--- src/rtl/ts_stamp_pkg.sv ---
package ts_stamp_pkg;

    typedef enum logic [1:0] {
        ST_EMPTY    = 2'd0,
        ST_HELD     = 2'd1,
        ST_CLR_PEND = 2'd2
    } ts_state_e;

    localparam int FLAG_TS_BIT  = 0;
    localparam int FLAG_OVF_BIT = 1;
    localparam int FLAG_W       = 2;

endpackage

--- src/rtl/ts_sync.sv ---
module ts_sync #(
    parameter int STAGES = 2
) (
    input  logic clk,
    input  logic rst_n,
    input  logic din,
    output logic dout
);
    logic [STAGES-1:0] chain_q;

    generate
        for (genvar i = 0; i < STAGES; i++) begin : g_stage
            if (i == 0) begin : g_first
                always_ff @(posedge clk or negedge rst_n) begin
                    if (!rst_n) chain_q[0] <= 1'b0;
                    else        chain_q[0] <= din;
                end
            end else begin : g_next
                always_ff @(posedge clk or negedge rst_n) begin
                    if (!rst_n) chain_q[i] <= 1'b0;
                    else        chain_q[i] <= chain_q[i-1];
                end
            end
        end
    endgenerate

    assign dout = chain_q[STAGES-1];
endmodule

--- src/rtl/ts_edge_det.sv ---
module ts_edge_det (
    input  logic clk,
    input  logic rst_n,
    input  logic level,
    input  logic edge_sel,
    input  logic enable,
    output logic event_o
);
    logic prev_q;
    logic rise;
    logic fall;

    always_ff @(posedge clk or negedge rst_n) begin
        if (!rst_n) prev_q <= 1'b0;
        else        prev_q <= level;
    end

    always_comb begin
        rise    = level & ~prev_q;
        fall    = ~level & prev_q;
        event_o = enable & (edge_sel ? fall : rise);
    end
endmodule

--- src/rtl/ts_hold_reg.sv ---
module ts_hold_reg #(
    parameter int WIDTH = 24
) (
    input  logic             clk,
    input  logic             rst_n,
    input  logic             load,
    input  logic [WIDTH-1:0] d,
    output logic [WIDTH-1:0] q
);
    always_ff @(posedge clk or negedge rst_n) begin
        if (!rst_n)    q <= '0;
        else if (load) q <= d;
    end
endmodule

--- src/rtl/ts_flag_fsm.sv ---
module ts_flag_fsm
    import ts_stamp_pkg::*;
#(
    parameter int CLR_DELAY = 2
) (
    input  logic              clk,
    input  logic              rst_n,
    input  logic              event_i,
    input  logic              flag_wr,
    input  logic [FLAG_W-1:0] flag_wdata,
    output logic              capture,
    output logic              ts_flag,
    output logic              ovf_flag,
    output ts_state_e         state
);
    localparam int CW = (CLR_DELAY < 2) ? 1 : $clog2(CLR_DELAY);
    localparam logic [CW-1:0] CNT_LAST = CW'(CLR_DELAY - 1);

    ts_state_e state_q, state_d;
    logic [CW-1:0] cnt_q, cnt_d;
    logic ovf_q, ovf_d;
    logic clr_ts_req;
    logic clr_ovf_req;

    assign clr_ts_req  = flag_wr & ~flag_wdata[FLAG_TS_BIT];
    assign clr_ovf_req = flag_wr & ~flag_wdata[FLAG_OVF_BIT];

    // state register
    always_ff @(posedge clk or negedge rst_n) begin
        if (!rst_n) begin
            state_q <= ST_EMPTY;
            cnt_q   <= '0;
            ovf_q   <= 1'b0;
        end else begin
            state_q <= state_d;
            cnt_q   <= cnt_d;
            ovf_q   <= ovf_d;
        end
    end

    // next state and outputs
    always_comb begin
        state_d = state_q;
        cnt_d   = cnt_q;
        ovf_d   = ovf_q;
        capture = 1'b0;
        unique case (state_q)
            ST_EMPTY: begin
                if (event_i) begin          // EV_CAPTURE
                    capture = 1'b1;
                    state_d = ST_HELD;
                end
                if (clr_ovf_req) ovf_d = 1'b0;
            end
            ST_HELD: begin
                if (clr_ts_req) begin       // CLEAR_REQ
                    state_d = ST_CLR_PEND;
                    cnt_d   = '0;
                end
                if (event_i)          ovf_d = 1'b1;
                else if (clr_ovf_req) ovf_d = 1'b0;
            end
            ST_CLR_PEND: begin
                if (cnt_q == CNT_LAST) begin // CLEAR_DONE
                    state_d = ST_EMPTY;
                    cnt_d   = '0;
                end else begin
                    cnt_d = cnt_q + 1'b1;
                end
                if (event_i)          ovf_d = 1'b1;
                else if (clr_ovf_req) ovf_d = 1'b0;
            end
            default: state_d = ST_EMPTY;
        endcase
    end

    assign ts_flag  = (state_q != ST_EMPTY);
    assign ovf_flag = ovf_q;
    assign state    = state_q;
endmodule

--- src/rtl/ts_stamp_unit.sv ---
module ts_stamp_unit
    import ts_stamp_pkg::*;
#(
    parameter int TIME_W      = 24,
    parameter int DATE_W      = 24,
    parameter int SYNC_STAGES = 2,
    parameter int CLR_DELAY   = 2
) (
    input  logic              clk,
    input  logic              rst_n,
    input  logic              trig_in,
    input  logic              edge_sel,
    input  logic              cap_en,
    input  logic [TIME_W-1:0] time_in,
    input  logic [DATE_W-1:0] date_in,
    input  logic              flag_wr,
    input  logic [FLAG_W-1:0] flag_wdata,
    output logic [TIME_W-1:0] cap_time,
    output logic [DATE_W-1:0] cap_date,
    output logic              ts_flag,
    output logic              ovf_flag
);
    logic      trig_sync;
    logic      trig_event;
    logic      do_capture;
    ts_state_e fsm_state;

    ts_sync #(.STAGES(SYNC_STAGES)) u_sync (
        .clk   (clk),
        .rst_n (rst_n),
        .din   (trig_in),
        .dout  (trig_sync)
    );

    ts_edge_det u_edge (
        .clk      (clk),
        .rst_n    (rst_n),
        .level    (trig_sync),
        .edge_sel (edge_sel),
        .enable   (cap_en),
        .event_o  (trig_event)
    );

    ts_flag_fsm #(.CLR_DELAY(CLR_DELAY)) u_fsm (
        .clk        (clk),
        .rst_n      (rst_n),
        .event_i    (trig_event),
        .flag_wr    (flag_wr),
        .flag_wdata (flag_wdata),
        .capture    (do_capture),
        .ts_flag    (ts_flag),
        .ovf_flag   (ovf_flag),
        .state      (fsm_state)
    );

    ts_hold_reg #(.WIDTH(TIME_W)) u_time (
        .clk   (clk),
        .rst_n (rst_n),
        .load  (do_capture),
        .d     (time_in),
        .q     (cap_time)
    );

    ts_hold_reg #(.WIDTH(DATE_W)) u_date (
        .clk   (clk),
        .rst_n (rst_n),
        .load  (do_capture),
        .d     (date_in),
        .q     (cap_date)
    );
endmodule

--- config.mk ---
export PLATFORM = sky130hd
export DESIGN_NAME = ts_stamp_unit
export DESIGN_NICKNAME = d
export VERILOG_FILES = /design/src/rtl/ts_stamp_pkg.sv /design/src/rtl/ts_sync.sv /design/src/rtl/ts_edge_det.sv /design/src/rtl/ts_hold_reg.sv /design/src/rtl/ts_flag_fsm.sv /design/src/rtl/ts_stamp_unit.sv
export SDC_FILE = /design/constraint.sdc
export NUM_CORES = 1
export LEC_CHECK = 0
export BUFFER_PORTS_ARGS = -buffer_cell sky130_fd_sc_hd__buf_2
export CORE_UTILIZATION = 50
export DETAILED_ROUTE_END_ITERATION = 6
export HOLD_SLACK_MARGIN = 0.15
export PLACE_DENSITY_LB_ADDON = 0.2
export SYNTH_ARGS = -nofsm -noshare
export SYNTH_HDL_FRONTEND = slang
export SYNTH_HIERARCHICAL = 1
export SYNTH_SLANG_ARGS = --single-unit
--- constraint.sdc ---
create_clock -name clk -period 4.47 [get_ports clk]
set_input_delay 0.447 -clock clk [delete_from_list [all_inputs] [get_ports clk]]
set_output_delay 0.447 -clock clk [all_outputs]
set_load 0.02 [all_outputs]
# == After elaboration in Yosys (flattened, before gate mapping) ==
# Index checks and enable logic that the tools add are counted.
# totals
ff_bits,55
input_bits,56
out_inout_bits,50
wordCells,43
# op_classes
addsub,1
eq_ne,5
mux,13
bitwise_logic,9
n_reduce_logical,7
# ops
cell,count
1-bit 2-to-1 mux,7
2-bit 2-to-1 mux,3
2-bit case mux with 3 select lines,1
2-bit nonzero test,3
1-bit bitwise AND,5
"2-bit by 1-bit inequality test with 1-bit output, second input constant",2
1-bit NOT,4
1-bit case mux with 2 select lines,2
3-bit AND reduction,1
"2-bit by 1-bit == test with 1-bit output, second input constant",1
"2-bit == test, second input constant",1
2-bit logical NOT,1
"2-bit inequality test, second input constant",1
2-bit AND reduction,1
2-bit OR reduction,1
"1-bit adder, second input constant",1

# == Depth between registers and ports, before layout ==
# logic_depth
ltp_word,6
mapped_depth,7
depth_no_buf,5

# == Cells and area by module ==
# Netlist, hierarchy kept.
# modules_own_cells
module,n_inst,cells_per_inst,area_each_um2,seq_area_each_um2
ts_hold_reg,2,51,997.2,600.6
ts_flag_fsm,1,28,316.6,100.1
ts_sync,1,2,50.0,50.0
ts_edge_det,1,4,48.8,25.0

# == Least setup slack after synthesis ==
# Ideal clock, no wire load.
# synth_timing
kind,flip-flop to flip-flop
start,"register u_fsm.state_q[0], in the netlist u_fsm/state[0]"
end,register u_date.q[10]
setup_time_ps,125
arrival_time_ps,1623
t_required_ps,4345
path_slack_ps,2722
path_stages_with_launch,8
n_path_buf,2
synth_period_minus_slack_ps,1748
path_cell_list,dfrtp_1 -> inv_1 -> ha_1 -> inv_1 -> nor2_1 -> buf_6 -> buf_12 -> mux2_4
# synth_via
elab_chain_len,2
# synth_rtl
item,line_no,text
"start, declared",ts_flag_fsm.sv:19,"ts_state_e state_q, state_d;"
"start signal, assigned",ts_flag_fsm.sv:35,state_q <= state_d;
2-bit logical NOT,ts_flag_fsm.sv:47,unique case (state_q)
1-bit 2-to-1 mux,ts_flag_fsm.sv:47,
via do_capture,ts_stamp_unit.sv:25,logic do_capture;
"end signal, assigned",ts_hold_reg.sv:11,if (!rst_n) q <= '0;
"end signal, assigned",ts_hold_reg.sv:12,else if (load) q <= d;
"end, declared",ts_hold_reg.sv:8,output logic [WIDTH-1:0] q
# The timed path passes the listed nets, and every way through them passes these cells.
# A chain may end at the register's enable or synchronous reset.

# == Worst setup path in the final report ==
# layout_timing
start,"register u_fsm.state_q[0], in the netlist u_fsm/state[0]"
end,register u_time.q[0]
# layout_via
elab_chain_len,2
# layout_rtl
item,line_no
2-bit logical NOT,ts_flag_fsm.sv:47
1-bit 2-to-1 mux,ts_flag_fsm.sv:47
via do_capture,ts_stamp_unit.sv:25
"end signal, assigned",ts_hold_reg.sv:11
"end signal, assigned",ts_hold_reg.sv:12
"end, declared",ts_hold_reg.sv:8
# The timed path passes the listed nets, and every way through them passes these cells.

==> impl_metrics.ini <==
[placed_design]
place_congestion = 0.701
place_hpwl_microns = 3100
port_buffers = 105

[detailed_routing]
drt_pass1_iterations = 3
drtIter0Drc = 44
antenna_left = 0
drc = 0
avgViaCountPerCell = 4.84
wl_microns = 4260
wl_per_cell_microns = 14.3
vias = 1438

[sta]
tns_ns = 0
fin_crit_ns = 2.48
worstMarginPinSlew_ns = 0.676
fin_crit_sh = 0.555
slew_headroom = 0.549
rsz0062_at_grt = false
hold_viol_final = 0
finClkSkew_ns = 0.00470
holdWs_ns = 0.252
clock.fmax_mhz = 403
setup_viol = 0
slew_violations = 0

[clock_network]
cts_tree = done
ctsHoldBuffers = 0
cts_buffer_depth = 2
clockRootBuffer = clkbuf_8
clk_latency_ns = 0.30
clkTransAtPathRegs_ns = 0.10
post_cts_buffers = 0
numCtsBuffers = 5
ctsResizeCount = 0
h-tree-depth = 2
cts_sinks = 55

[run_status]
status = completed

[synthesis]
async_flop_share = 1.00
ys_seq_elements = 55
netlist_instances = 136
synth_edf_count = 0
synthAdderAreaFrac = 0.0312
netlist_area_sq_um = 2410
synthXorXnorAreaFrac = 0
ys.flop_type = dfrtp_1
synthTopCellsByArea = dfrtp_1, mux2_4, mux2_2, buf_12, ha_1
synth_top_family_by_area = multiplexers
muxShareOfSynthArea = 0.299
synth_warnings = 6
ys_top_cells_by_count = dfrtp_1, mux2_4, mux2_2
synth_top_area_frac = 0.571
syn_area_per_cell_sq_um = 17.7
yosysUniqueCellTypes = 18
yosys.cell_count.top_type = dfrtp_1
synth_compound_area_frac = 0.0228
post-synth-top-area-cell = dfrtp_1
synth.yosys.seq_area_share = 0.571
synthesis.nets = 198
yosys.area_share.simple = 0.0254

[floorplan]
fp.dieW_microns = 71.4
core_area_sq_um = 4500
num_rows = 24
dieArea_sq_um = 5100
pin_count = 106
initial_core_util = 0.535
die_y_microns = 71.4

[critical_path]
worstPathArrival_ns = 2.67
criticalPathCategory = flop to flop
required_ns = 4.66
cp-start-kind = flop
crit_chain = inv_1, ha_1, inv_1, nor2_4, buf_4, mux2_2
cp_max_fo = 34
cp_top_family = buffers and inverters
critPathBufInv = 3
cp_common_cell = inv_1
crit_path_top_delay_cell = buf_4
max_stage_delay_ns = 0.58
end_kind = flop

[power_and_ir_drop]
power_leakage_uw = 0.00158
p_sw_uw = 818
internal_power_uw = 1360
switching_share = 0.376
seqPwrFrac = 0.392
max-vdd-ir-drop_uv = 344
power_density_nw_per_um2 = 723
clkPwrFrac = 0.125
power_frac_comb = 0.484
fin_total_pwr_uw = 2180

[grt]
grt_usage = 0.175
grt_use_met2 = 0.302
use_met3 = 0.0563
grt_pass1_vias = 1506
grt.busiest_layer = met2
grt_first_pass_wirelength_microns = 6880
met1_usage = 0.214
grt_max_degree = 56
antenna_found_initial = 0
overflow = 0

[job]
maxCapViolCount = 0

[layout]
drive_gt1_frac = 0.690
fin_nets = 306
area_delta_synth_final_pct = 25.0
final.fill_count = 356
multi_input_area_sq_um = 920
regArea_sq_um = 1380
antenna_cells = 0

[worst_hold_path]
hold_class = primary input to flop
cell usage in the layout (no fill, tap or decap), types with 2 or more instances in the layout:
cell	Yosys	routed
inv_1	5	5
buf_2	0	105
dfrtp_1	55	55
ha_1	6	6
mux2_4	42	42
mux2_2	8	8
clkbuf_8	0	5
nand2_1	3	3
buf_4	0	2
metal layers:
layer / wire, microns / share of wire
met5: 0 / 0
met4: 22 / 0.0052
met3: 299 / 0.070
met2: 2090 / 0.49
met1: 1850 / 0.43
cells by family after synthesis:
kind of cell | Yosys count
muxes | 50
buffers and inverters | 11
DFF | 55
and+or+nand+nor | 9
adders and majority gates | 6
AOI/OAI and AO/OA | 5
per-stage QoR:
stage	area, sq um	util	instances	setup WS (ns)
CTS	3010	0.669	297	1.96
global placement	2920	0.648	289	1.98
detailed placement	2920	0.648	289	1.95
floorplan	2410	-	136	2.72
global route	3010	0.669	297	1.82
finish	3010	0.669	297	1.99
sequential cells by signal, indices dropped and copies added, names as in the netlist:
name and flops:
u_date/q 24, u_time/q 24, u_fsm/state 2, u_edge/prev_q 1
u_fsm/cnt_q 1, u_fsm/ovf_flag 1, u_sync/chain_q 1, u_sync/dout 1
layout make-up:
type                    instances  area share
clock buffers                   5      0.0228
clock inverters                 3     0.00789
inverters                       5     0.00623
multi-input cells              70       0.305
flip-flops and latches         55       0.457
well taps                      52      0.0216
repair buffers                107       0.179
power by group through the flow:
stage | Sequential (uW) | Combinational [uW] | Clock [uW]
global route | 888 | 1120 | 306
floorplan | 1140 | 462 | 0
global placement | 858 | 1040 | 0
finish | 853 | 1050 | 271
CTS | 856 | 1060 | 285
detailed placement | 863 | 1060 | 0
worst paths after layout:
path,startpoint,to,slack [ns],cells after the start
setup / recovery,u_fsm/state[0]$_DFFE_PN0P_,u_time/q[0]$_DFFE_PN0P_,1.99,6
hold / removal,trig_in,u_sync/chain_q[0]$_DFF_PN0_,0.25,1
setup reg to reg,u_fsm/state[0]$_DFFE_PN0P_,u_time/q[0]$_DFFE_PN0P_,1.99,6
hold reg to reg,u_sync/chain_q[0]$_DFF_PN0_,u_sync/dout$_DFF_PN0_,0.37,0
max in group asynchronous,rst_n,u_time/q[22]$_DFFE_PN0P_,3.76,2
min in group asynchronous,rst_n,u_time/q[9]$_DFFE_PN0P_,0.26,2
(Power assumes the default switching activity.)
